--- config.mk ---
export PLATFORM = sky130hd
export DESIGN_NAME = aln_fault_detect
export DESIGN_NICKNAME = d
export VERILOG_FILES = /design/src/rtl/aln_pkg.sv /design/src/rtl/aln_page_cross.sv /design/src/rtl/aln_rule_eval.sv /design/src/rtl/aln_syndrome_build.sv /design/src/rtl/aln_fault_detect.sv
export SDC_FILE = /design/constraint.sdc
export NUM_CORES = 1
export LEC_CHECK = 0
export BUFFER_PORTS_ARGS = -buffer_cell sky130_fd_sc_hd__buf_2
export CAP_MARGIN = 15
export CORE_MARGIN = 3
export CORE_UTILIZATION = 42
export DETAILED_ROUTE_END_ITERATION = 16
export PLACE_DENSITY_LB_ADDON = 0.08
export SYNTH_ARGS = -nofsm -noshare
export SYNTH_HDL_FRONTEND = slang
export SYNTH_HIERARCHICAL = 1
export SYNTH_SLANG_ARGS = --single-unit
--- constraint.sdc ---
create_clock -name clk -period 2.75 [get_ports clk]
set_input_delay 0.55 -clock clk [delete_from_list [all_inputs] [get_ports clk]]
set_output_delay 0.55 -clock clk [all_outputs]
set_load 0.03 [all_outputs]
--- src/rtl/aln_pkg.sv ---
package aln_pkg;
  localparam logic [1:0] SZ_BYTE = 2'd0;
  localparam logic [1:0] SZ_HALF = 2'd1;
  localparam logic [1:0] SZ_WORD = 2'd2;
  localparam logic [1:0] SZ_DBL  = 2'd3;

  localparam logic [2:0] OP_INT    = 3'd0;
  localparam logic [2:0] OP_FP     = 3'd1;
  localparam logic [2:0] OP_MULTI  = 3'd2;
  localparam logic [2:0] OP_STRING = 3'd3;
  localparam logic [2:0] OP_RSV    = 3'd4;
  localparam logic [2:0] OP_CBZ    = 3'd5;

  localparam int SYN_W  = 32;
  localparam int INSN_W = 32;

  // bytes touched by an operand of the given size code
  function automatic logic [3:0] size_bytes(input logic [1:0] sz);
    return 4'd1 << sz;
  endfunction

  // low-order address bits that must be zero for a natural alignment
  function automatic logic nat_misaligned(input logic [2:0] ea_lo, input logic [1:0] sz);
    logic [2:0] mask;
    mask = 3'(size_bytes(sz) - 4'd1);
    return |(ea_lo & mask);
  endfunction

  // instruction or syndrome bit in big-endian numbering
  function automatic int be_idx(input int k);
    return 31 - k;
  endfunction
endpackage

--- src/rtl/aln_page_cross.sv ---
module aln_page_cross
  import aln_pkg::*;
#(
  parameter int PAGE_BITS = 12
) (
  input  logic [PAGE_BITS-1:0] page_off,
  input  logic [1:0]           size,
  output logic                 crosses
);
  localparam int PW = PAGE_BITS + 1;
  localparam logic [PW-1:0] PAGE_BYTES = PW'(1) << PAGE_BITS;

  logic [PW-1:0] last_ok;   // highest offset where the operand still fits
  logic [PW-1:0] off_ext;

  assign off_ext = {1'b0, page_off};
  assign last_ok = PAGE_BYTES - PW'(size_bytes(size));
  assign crosses = off_ext > last_ok;
endmodule

--- src/rtl/aln_rule_eval.sv ---
module aln_rule_eval
  import aln_pkg::*;
#(
  parameter int PAGE_BITS = 12
) (
  input  logic [PAGE_BITS-1:0] ea_off,
  input  logic [1:0]           size,
  input  logic [2:0]           op_class,
  input  logic                 le_mode,
  input  logic                 xlate_on,
  input  logic                 seg_t,
  input  logic                 bat_hit,
  input  logic                 page_wt,
  input  logic                 page_ci,
  output logic                 fault,
  output logic                 is_multi
);
  logic page_mode;
  logic page_cross;
  logic word_mis;
  logic nat_mis;
  logic is_int, is_fp, is_str, is_rsv, is_cbz;
  logic f_int_cross, f_word, f_le_mis, f_le_bulk, f_cbz;

  assign page_mode = xlate_on & ~seg_t & ~bat_hit;

  aln_page_cross #(.PAGE_BITS(PAGE_BITS)) cross_i (
    .page_off (ea_off),
    .size     (size),
    .crosses  (page_cross)
  );

  assign word_mis = |ea_off[1:0];
  assign nat_mis  = nat_misaligned(ea_off[2:0], size);

  assign is_int   = op_class == OP_INT;
  assign is_fp    = op_class == OP_FP;
  assign is_multi = op_class == OP_MULTI;
  assign is_str   = op_class == OP_STRING;
  assign is_rsv   = op_class == OP_RSV;
  assign is_cbz   = op_class == OP_CBZ;

  assign f_int_cross = is_int & page_mode & page_cross;
  assign f_word      = (is_fp | is_multi | is_rsv) & word_mis;
  assign f_le_mis    = le_mode & (is_int | is_fp | is_rsv) & nat_mis;
  assign f_le_bulk   = le_mode & (is_multi | is_str);
  assign f_cbz       = is_cbz & (page_wt | page_ci);

  assign fault = f_int_cross | f_word | f_le_mis | f_le_bulk | f_cbz;
endmodule

--- src/rtl/aln_syndrome_build.sv ---
module aln_syndrome_build
  import aln_pkg::*;
(
  input  logic              fault,
  input  logic              indexed,
  input  logic [INSN_W-1:0] insn,
  output logic [SYN_W-1:0]  syn
);
  logic unused_insn_bits;
  assign unused_insn_bits = ^{insn[31], insn[15:11], insn[5:3], insn[0]};

  always_comb begin
    syn = '0;
    if (fault) begin
      for (int k = 0; k < 5; k++) begin
        syn[be_idx(22 + k)] = insn[be_idx(6 + k)];
        syn[be_idx(27 + k)] = insn[be_idx(11 + k)];
      end
      if (indexed) begin
        syn[be_idx(15)] = insn[be_idx(29)];
        syn[be_idx(16)] = insn[be_idx(30)];
        syn[be_idx(17)] = insn[be_idx(25)];
        for (int k = 0; k < 4; k++) syn[be_idx(18 + k)] = insn[be_idx(21 + k)];
      end else begin
        syn[be_idx(17)] = insn[be_idx(5)];
        for (int k = 0; k < 4; k++) syn[be_idx(18 + k)] = insn[be_idx(1 + k)];
      end
    end
  end
endmodule

--- src/rtl/aln_fault_detect.sv ---
module aln_fault_detect
  import aln_pkg::*;
#(
  parameter int ADDR_W    = 32,
  parameter int PAGE_BITS = 12,
  parameter int MULTI_ADJ = 4
) (
  input  logic              clk,
  input  logic              rst_n,
  input  logic              req_valid,
  input  logic [ADDR_W-1:0] req_ea,
  input  logic [1:0]        req_size,
  input  logic [2:0]        req_class,
  input  logic [31:0]       req_insn,
  input  logic              req_indexed,
  input  logic              le_mode,
  input  logic              xlate_on,
  input  logic              seg_t,
  input  logic              bat_hit,
  input  logic              page_wt,
  input  logic              page_ci,
  output logic              rsp_valid,
  output logic              rsp_fault,
  output logic [ADDR_W-1:0] rsp_dar,
  output logic [31:0]       rsp_syn
);
  logic              fault_comb;
  logic              multi_comb;
  logic [ADDR_W-1:0] dar_comb;
  logic [SYN_W-1:0]  syn_comb;

  aln_rule_eval #(.PAGE_BITS(PAGE_BITS)) rules_i (
    .ea_off   (req_ea[PAGE_BITS-1:0]),
    .size     (req_size),
    .op_class (req_class),
    .le_mode  (le_mode),
    .xlate_on (xlate_on),
    .seg_t    (seg_t),
    .bat_hit  (bat_hit),
    .page_wt  (page_wt),
    .page_ci  (page_ci),
    .fault    (fault_comb),
    .is_multi (multi_comb)
  );

  aln_syndrome_build syn_i (
    .fault   (fault_comb),
    .indexed (req_indexed),
    .insn    (req_insn),
    .syn     (syn_comb)
  );

  always_comb begin
    dar_comb = '0;
    if (fault_comb) dar_comb = multi_comb ? req_ea + ADDR_W'(MULTI_ADJ) : req_ea;
  end

  always_ff @(posedge clk) begin
    if (!rst_n) begin
      rsp_valid <= 1'b0;
      rsp_fault <= 1'b0;
      rsp_dar   <= '0;
      rsp_syn   <= '0;
    end else begin
      rsp_valid <= req_valid;
      rsp_fault <= req_valid & fault_comb;
      rsp_dar   <= req_valid ? dar_comb : '0;
      rsp_syn   <= req_valid ? syn_comb : '0;
    end
  end
endmodule

### Word level (Yosys, flattened, before mapping)

Index checks and enable logic that the tools add are counted.

* add/subtract/negate cells: 3
* bitwise operators: 23
* mux-type cells: 2
* shift-type cells: 1
* equal/unequal tests: 5
* order comparisons: 1
* reductions and logical operators: 5
* divide/modulo/power cells: 0
* multipliers: 0

Operators by type and width (number)
* 32-bit by 3-bit adder with 32-bit output (second input constant): 1
* 32-bit 2-to-1 mux: 1
* 12-bit by 13-bit > comparator with 1-bit output: 1
* 13-bit by 4-bit subtractor with 13-bit output (first input constant): 1
* 1-bit AND: 10
* 1-bit OR: 10
* 3-bit by 2-bit equality test with 1-bit output (second input constant): 2
* 3-bit equality test (second input constant): 2
* 5-bit 2-to-1 mux: 1
* 4-bit AND reduction: 1
* 1-bit by 2-bit left shift with 4-bit output (first input constant): 1
* 3-bit AND: 1
* 3-bit by 1-bit equality test with 1-bit output (second input constant): 1
* 3-bit logical NOT: 1
* 3-bit AND reduction: 1
* 3-bit OR reduction: 1
* 3-bit by 1-bit subtractor with 3-bit output (second input constant): 1
* 1-bit inverter: 2
* 2-bit OR reduction: 1

* RAM bits: 0
* memory bits (read-only): 0
* bits in registers: 66
* latch bits: 0
* output and inout port bits: 66
* word-level logic and storage cells: 46
* memories: 0

### Depth between registers and ports, before layout

* depth after elaboration: 10
* gate-level depth with buffers: 16

### Hierarchy

The synthesis kept the hierarchy.

By module, submodules not included
* aln_fault_detect: times used 1, cells an instance 246, sequential area each 1321.3 um^2, area each 2398.6 um^2
* aln_syndrome_build: times used 1, cells an instance 40, sequential area each 0.0 um^2, area each 297.8 um^2
* aln_page_cross: times used 1, cells an instance 31, sequential area each 0.0 um^2, area each 241.5 um^2
* aln_rule_eval: times used 1, cells an instance 15, sequential area each 0.0 um^2, area each 92.6 um^2

### Worst setup path after synthesis

No wires, ideal clock.

* path kind: input -> register
* from: input port req_size[0]
* to: register rsp_dar[10]
* data arrival time: 2832 ps
* buffers on the path: 2
* setup slack: -209 ps
* data required time: 2622 ps
* stages on the path: 15
* cell sequence: nand2_1 inv_1 ha_1 inv_1 ha_1 a21oi_1 a311oi_1 a2111oi_1 nor2_1 a31oi_1 nand3_1 nand3_1 clkbuf_1 buf_1 nor2_1

* word-level cells in the longest chain between the ends: 9
* elaborated cells between the ends (all ways): 13

RTL lines
* start, declared: RTL line aln_fault_detect.sv:12 `input logic [1:0] req_size,`
* 1-bit by 2-bit left shift with 4-bit output: RTL line aln_pkg.sv:19 `return 4'd1 << sz;`
* 13-bit by 4-bit subtractor with 13-bit output: RTL line aln_page_cross.sv:17 `assign last_ok = PAGE_BYTES - PW'(size_bytes(size));`
* 12-bit by 13-bit > comparator with 1-bit output: RTL line aln_page_cross.sv:18 `assign crosses = off_ext > last_ok;`
* named net rules_i.page_cross: RTL line aln_rule_eval.sv:19 `logic page_cross;`
* 1-bit AND: RTL line aln_rule_eval.sv:43 `assign f_int_cross = is_int & page_mode & page_cross;`
* 1-bit OR (4 in a row): RTL line aln_rule_eval.sv:49 `assign fault = f_int_cross | f_word | f_le_mis | f_le_bulk | f_cbz;`
* named net fault_comb: RTL line aln_fault_detect.sv:27 `logic fault_comb;`
* 3-bit AND reduction (no line)
* end signal, assigned: RTL line aln_fault_detect.sv:67 `rsp_dar <= req_valid ? dar_comb : '0;`
* end, declared: RTL line aln_fault_detect.sv:24 `output logic [ADDR_W-1:0] rsp_dar,`

The timed path passes the listed nets, and every way through them passes these cells.
A chain may end at the register's enable or synchronous reset.

### Worst setup path after layout

* from: input port req_size[1]
* to: register rsp_syn[16]

* word-level cells in the longest chain between the ends: 9
* elaborated cells between the ends (all ways): 13

RTL lines
* 1-bit by 2-bit left shift with 4-bit output: RTL line aln_pkg.sv:19
* 13-bit by 4-bit subtractor with 13-bit output: RTL line aln_page_cross.sv:17
* 12-bit by 13-bit > comparator with 1-bit output: RTL line aln_page_cross.sv:18
* named net rules_i.page_cross: RTL line aln_rule_eval.sv:19
* 1-bit AND: RTL line aln_rule_eval.sv:43
* 1-bit OR (4 in a row): RTL line aln_rule_eval.sv:49
* named net fault_comb: RTL line aln_fault_detect.sv:27
* 4-bit AND reduction (no line)
* end signal, assigned: RTL line aln_fault_detect.sv:68 `rsp_syn <= req_valid ? syn_comb : '0;`
* end, declared: RTL line aln_fault_detect.sv:25 `output logic [31:0] rsp_syn`

The timed path passes the listed nets, and every way through them passes these cells.

==> out/metrics.csv <==
metric,value,unit
maximum vdd ir drop,0.2695,mV
max-slew violation count,0,
"CTS clk-pin slew, worst paths",0.07,ns
fraction of registers with async set/reset,0,
status,"finished, final reports clean",
sequential share of the synthesized area,0.4360,
Most Crowded Layer GR,met2,
fin crit share,0.9658,
die area,0.008270,sq mm
startpoint types,input pin,
Post-synth top flop,dfxtp_1,
Rows,30,
RSZ-0062 raised after global routing,true,
DP HPWL,5478,um
setup tns final,0,ns
"Cell Area, Synth",0.003030,sq mm
dpl cell area,0.003837,sq mm
Post-CTS Setup Repair Bufs,0,
die span in x,90.94,um
final instance area,0.004204,sq mm
Max clock buf depth,2,
post-synthesis cell count,332,
Initial Utilization,0.4388,
GR Util met3,0.05717,
antenna-violating nets left,0,
first-pass GRT wire length,11740,um
Detailed Route Iter0 Violations,87,
share of layout cells above drive strength 1,0.4098,
final net count,574,
Root Driver,clkbuf_8,
vias per cell,4.807,
worst rel slew slack,0.6643,
Post-route DRC,0,
routed via count,2807,
fmax,0.3765,GHz
Tightest Pin Transition,0.5035,ns
I/O Pins,145,
TritonRoute pass-1 iters,4,
final setup fails,0,
P_leak,2.075,nW
Crit-path slowest cell,a2111oi_1,
Util after Layout,0.6087,
fin cells,584,
register bit count reported by yosys,66,
Setup CP Type,in2reg,
CTS tree,built,
"Avg Cell Area, Syn",9.128,sq um
Post-Route WL,7719,um
crit end category,register,
dpl cells,567,
Inserted Clock Buffers,9,
met2 global-route usage,0.2777,
PortBufs,134,
diodes inserted,0,
crit path time final,2.656,ns
largest net degree at the start of global routing,35,
P per Cell Area,509.0,mW/mm^2
hold crit path type,in2reg,
Die Y,90.94,um
FILL cells,658,
area of the multi-input gates,0.001643,sq mm
initial antenna violation count,0,
core area,0.006907,sq mm
"Req. time, crit path",2.97,ns
"EDFF count, synth",0,
Area growth syn-to-layout,38.73,%
Critical path origin,req_size[1],
CP Max Fanout,5,
worst hold slack,0.4721,ns
CP Capture Point,rsp_syn[16],
number of global-route vias before repair,2572,
overflow left after global routing,0,
Num Clock Sinks,66,
FF+latch area,0.001321,sq mm
GRT Total Usage,0.1735,
Synth Warn #,6,
M1 GR Usage,0.2173,
worst path cell trace,"buf_8, nand2_4, inv_4, ha_4, inv_4, ha_4, a21oi_2, a311oi_1, a2111oi_1, nor2_1, a31oi_1, nand3_2, buf_8, and3_4, and3_1",
# H-tree levels,3,
Max Cap Violations,0,
synth unique cells,43,
final hold vios,0,
"Arr. time, crit path",2.87,ns
drt wl/cell,13.22,um
GP Congestion,0.8376,
slowest cell delay on critical path,0.34,ns
## Yosys cell counts (8+ instances only)
cell	n	area share
a21oi_1	19	0.031
and2_1	15	0.031
and3_1	32	0.066
buf_4	16	0.040
clkbuf_1	10	0.012
dfxtp_1	66	0.44
ha_1	11	0.045
inv_1	11	0.014
nand2_1	14	0.017
nand3_1	11	0.018
nand4_1	10	0.021
nor2_1	17	0.021
o21ai_0	8	0.013
o31ai_1	10	0.025
or4_1	10	0.025
## cell type report
type | instances | area share
Clock buffer | 13 | 0.03780
Inverter | 11 | 0.01101
Clock inverter | 2 | 0.002976
Multi-Input combinational cell | 239 | 0.3908
Timing Repair Buffer | 157 | 0.2146
Sequential cell | 66 | 0.3143
Tap cell | 96 | 0.02857
## critical path: cells and delay by family
kind | cells | cell delay, ns
adder cells (fa/ha/maj) | 2 | 0.40
buffers and inverters | 4 | 0.39
AND/OR/NAND/NOR | 5 | 0.76
AO/OA/AOI/OAI | 4 | 0.75
## layer usage
metal,vias up,share of wire
met1,1246,0.44
met2,101,0.47
met5,-,0
met3,7,0.077
li1,1453,-
met4,0,0.012
## power breakdown
part | leakage (nW) | switching [mW] | internal [mW]
Clock | 0.0855 | 0.348 | 0.371
Sequential | 0.539 | 0.00889 | 0.994
Combinational | 1.45 | 0.237 | 0.181
## what timing repair did
| item | 4_1_cts | 5_1_grt |
|---|---|---|
| hold buffers | 0 | 0 |
| endpoints found under the setup margin | 0 | 35 |
| hold endpoints to repair | 0 | 0 |
| resized for setup | 0 | 37 |
## how the worst min path moves through the flow
stage / from / to / depth (start not counted)
after global placement: req_ea[31] / rsp_dar[31] / 3
after floorplan: req_ea[0] / rsp_dar[0] / 1
final: req_ea[31] / rsp_dar[31] / 3
after global routing: req_ea[29] / rsp_dar[29] / 3
after detailed placement: req_ea[31] / rsp_dar[31] / 3
after CTS: req_ea[31] / rsp_dar[31] / 3
## logic make-up (layout without fill, tap and decap cells)
logic type	Yosys count	in the layout	synth area share
compound gates	46	46	0.09455
xor+xnor	11	11	0.03179
fa+ha+maj	11	11	0.04542
buf+inv	44	183	0.08299
flops	66	66	0.4360
mux	7	7	0.02312
other cells	2	19	0.002478
simple gates	145	145	0.2836
## per-stage QoR
| step | power, mW | worst slack (ns) |
|---|---|---|
| floorplan | 1.245 | 0.02432 |
| global placement | 1.382 | -0.2221 |
| detailed placement | 1.384 | -0.2281 |
| CTS | 2.102 | 0.1186 |
| global route | 2.239 | -0.03546 |
| finish | 2.140 | 0.09404 |
## cells in the final DEF (no fill, tap or decap), types with 9 or more instances in the layout
master / netlist / layout
nor2_1: 17 / 17
clkbuf_8: 0 / 11
conb_1: 2 / 19
nand4_1: 10 / 10
o31ai_1: 10 / 10
ha_1: 11 / 9
a21oi_1: 19 / 18
buf_2: 1 / 132
nand2_1: 14 / 13
dfxtp_1: 66 / 66
or4_1: 10 / 10
and3_1: 32 / 26
buf_4: 16 / 20
## state kept, by name (all words and copies together), names as in the netlist
register and count:
rsp_dar 32, rsp_fault 1, rsp_syn 32, rsp_valid 1
(Power assumes the default switching activity.)
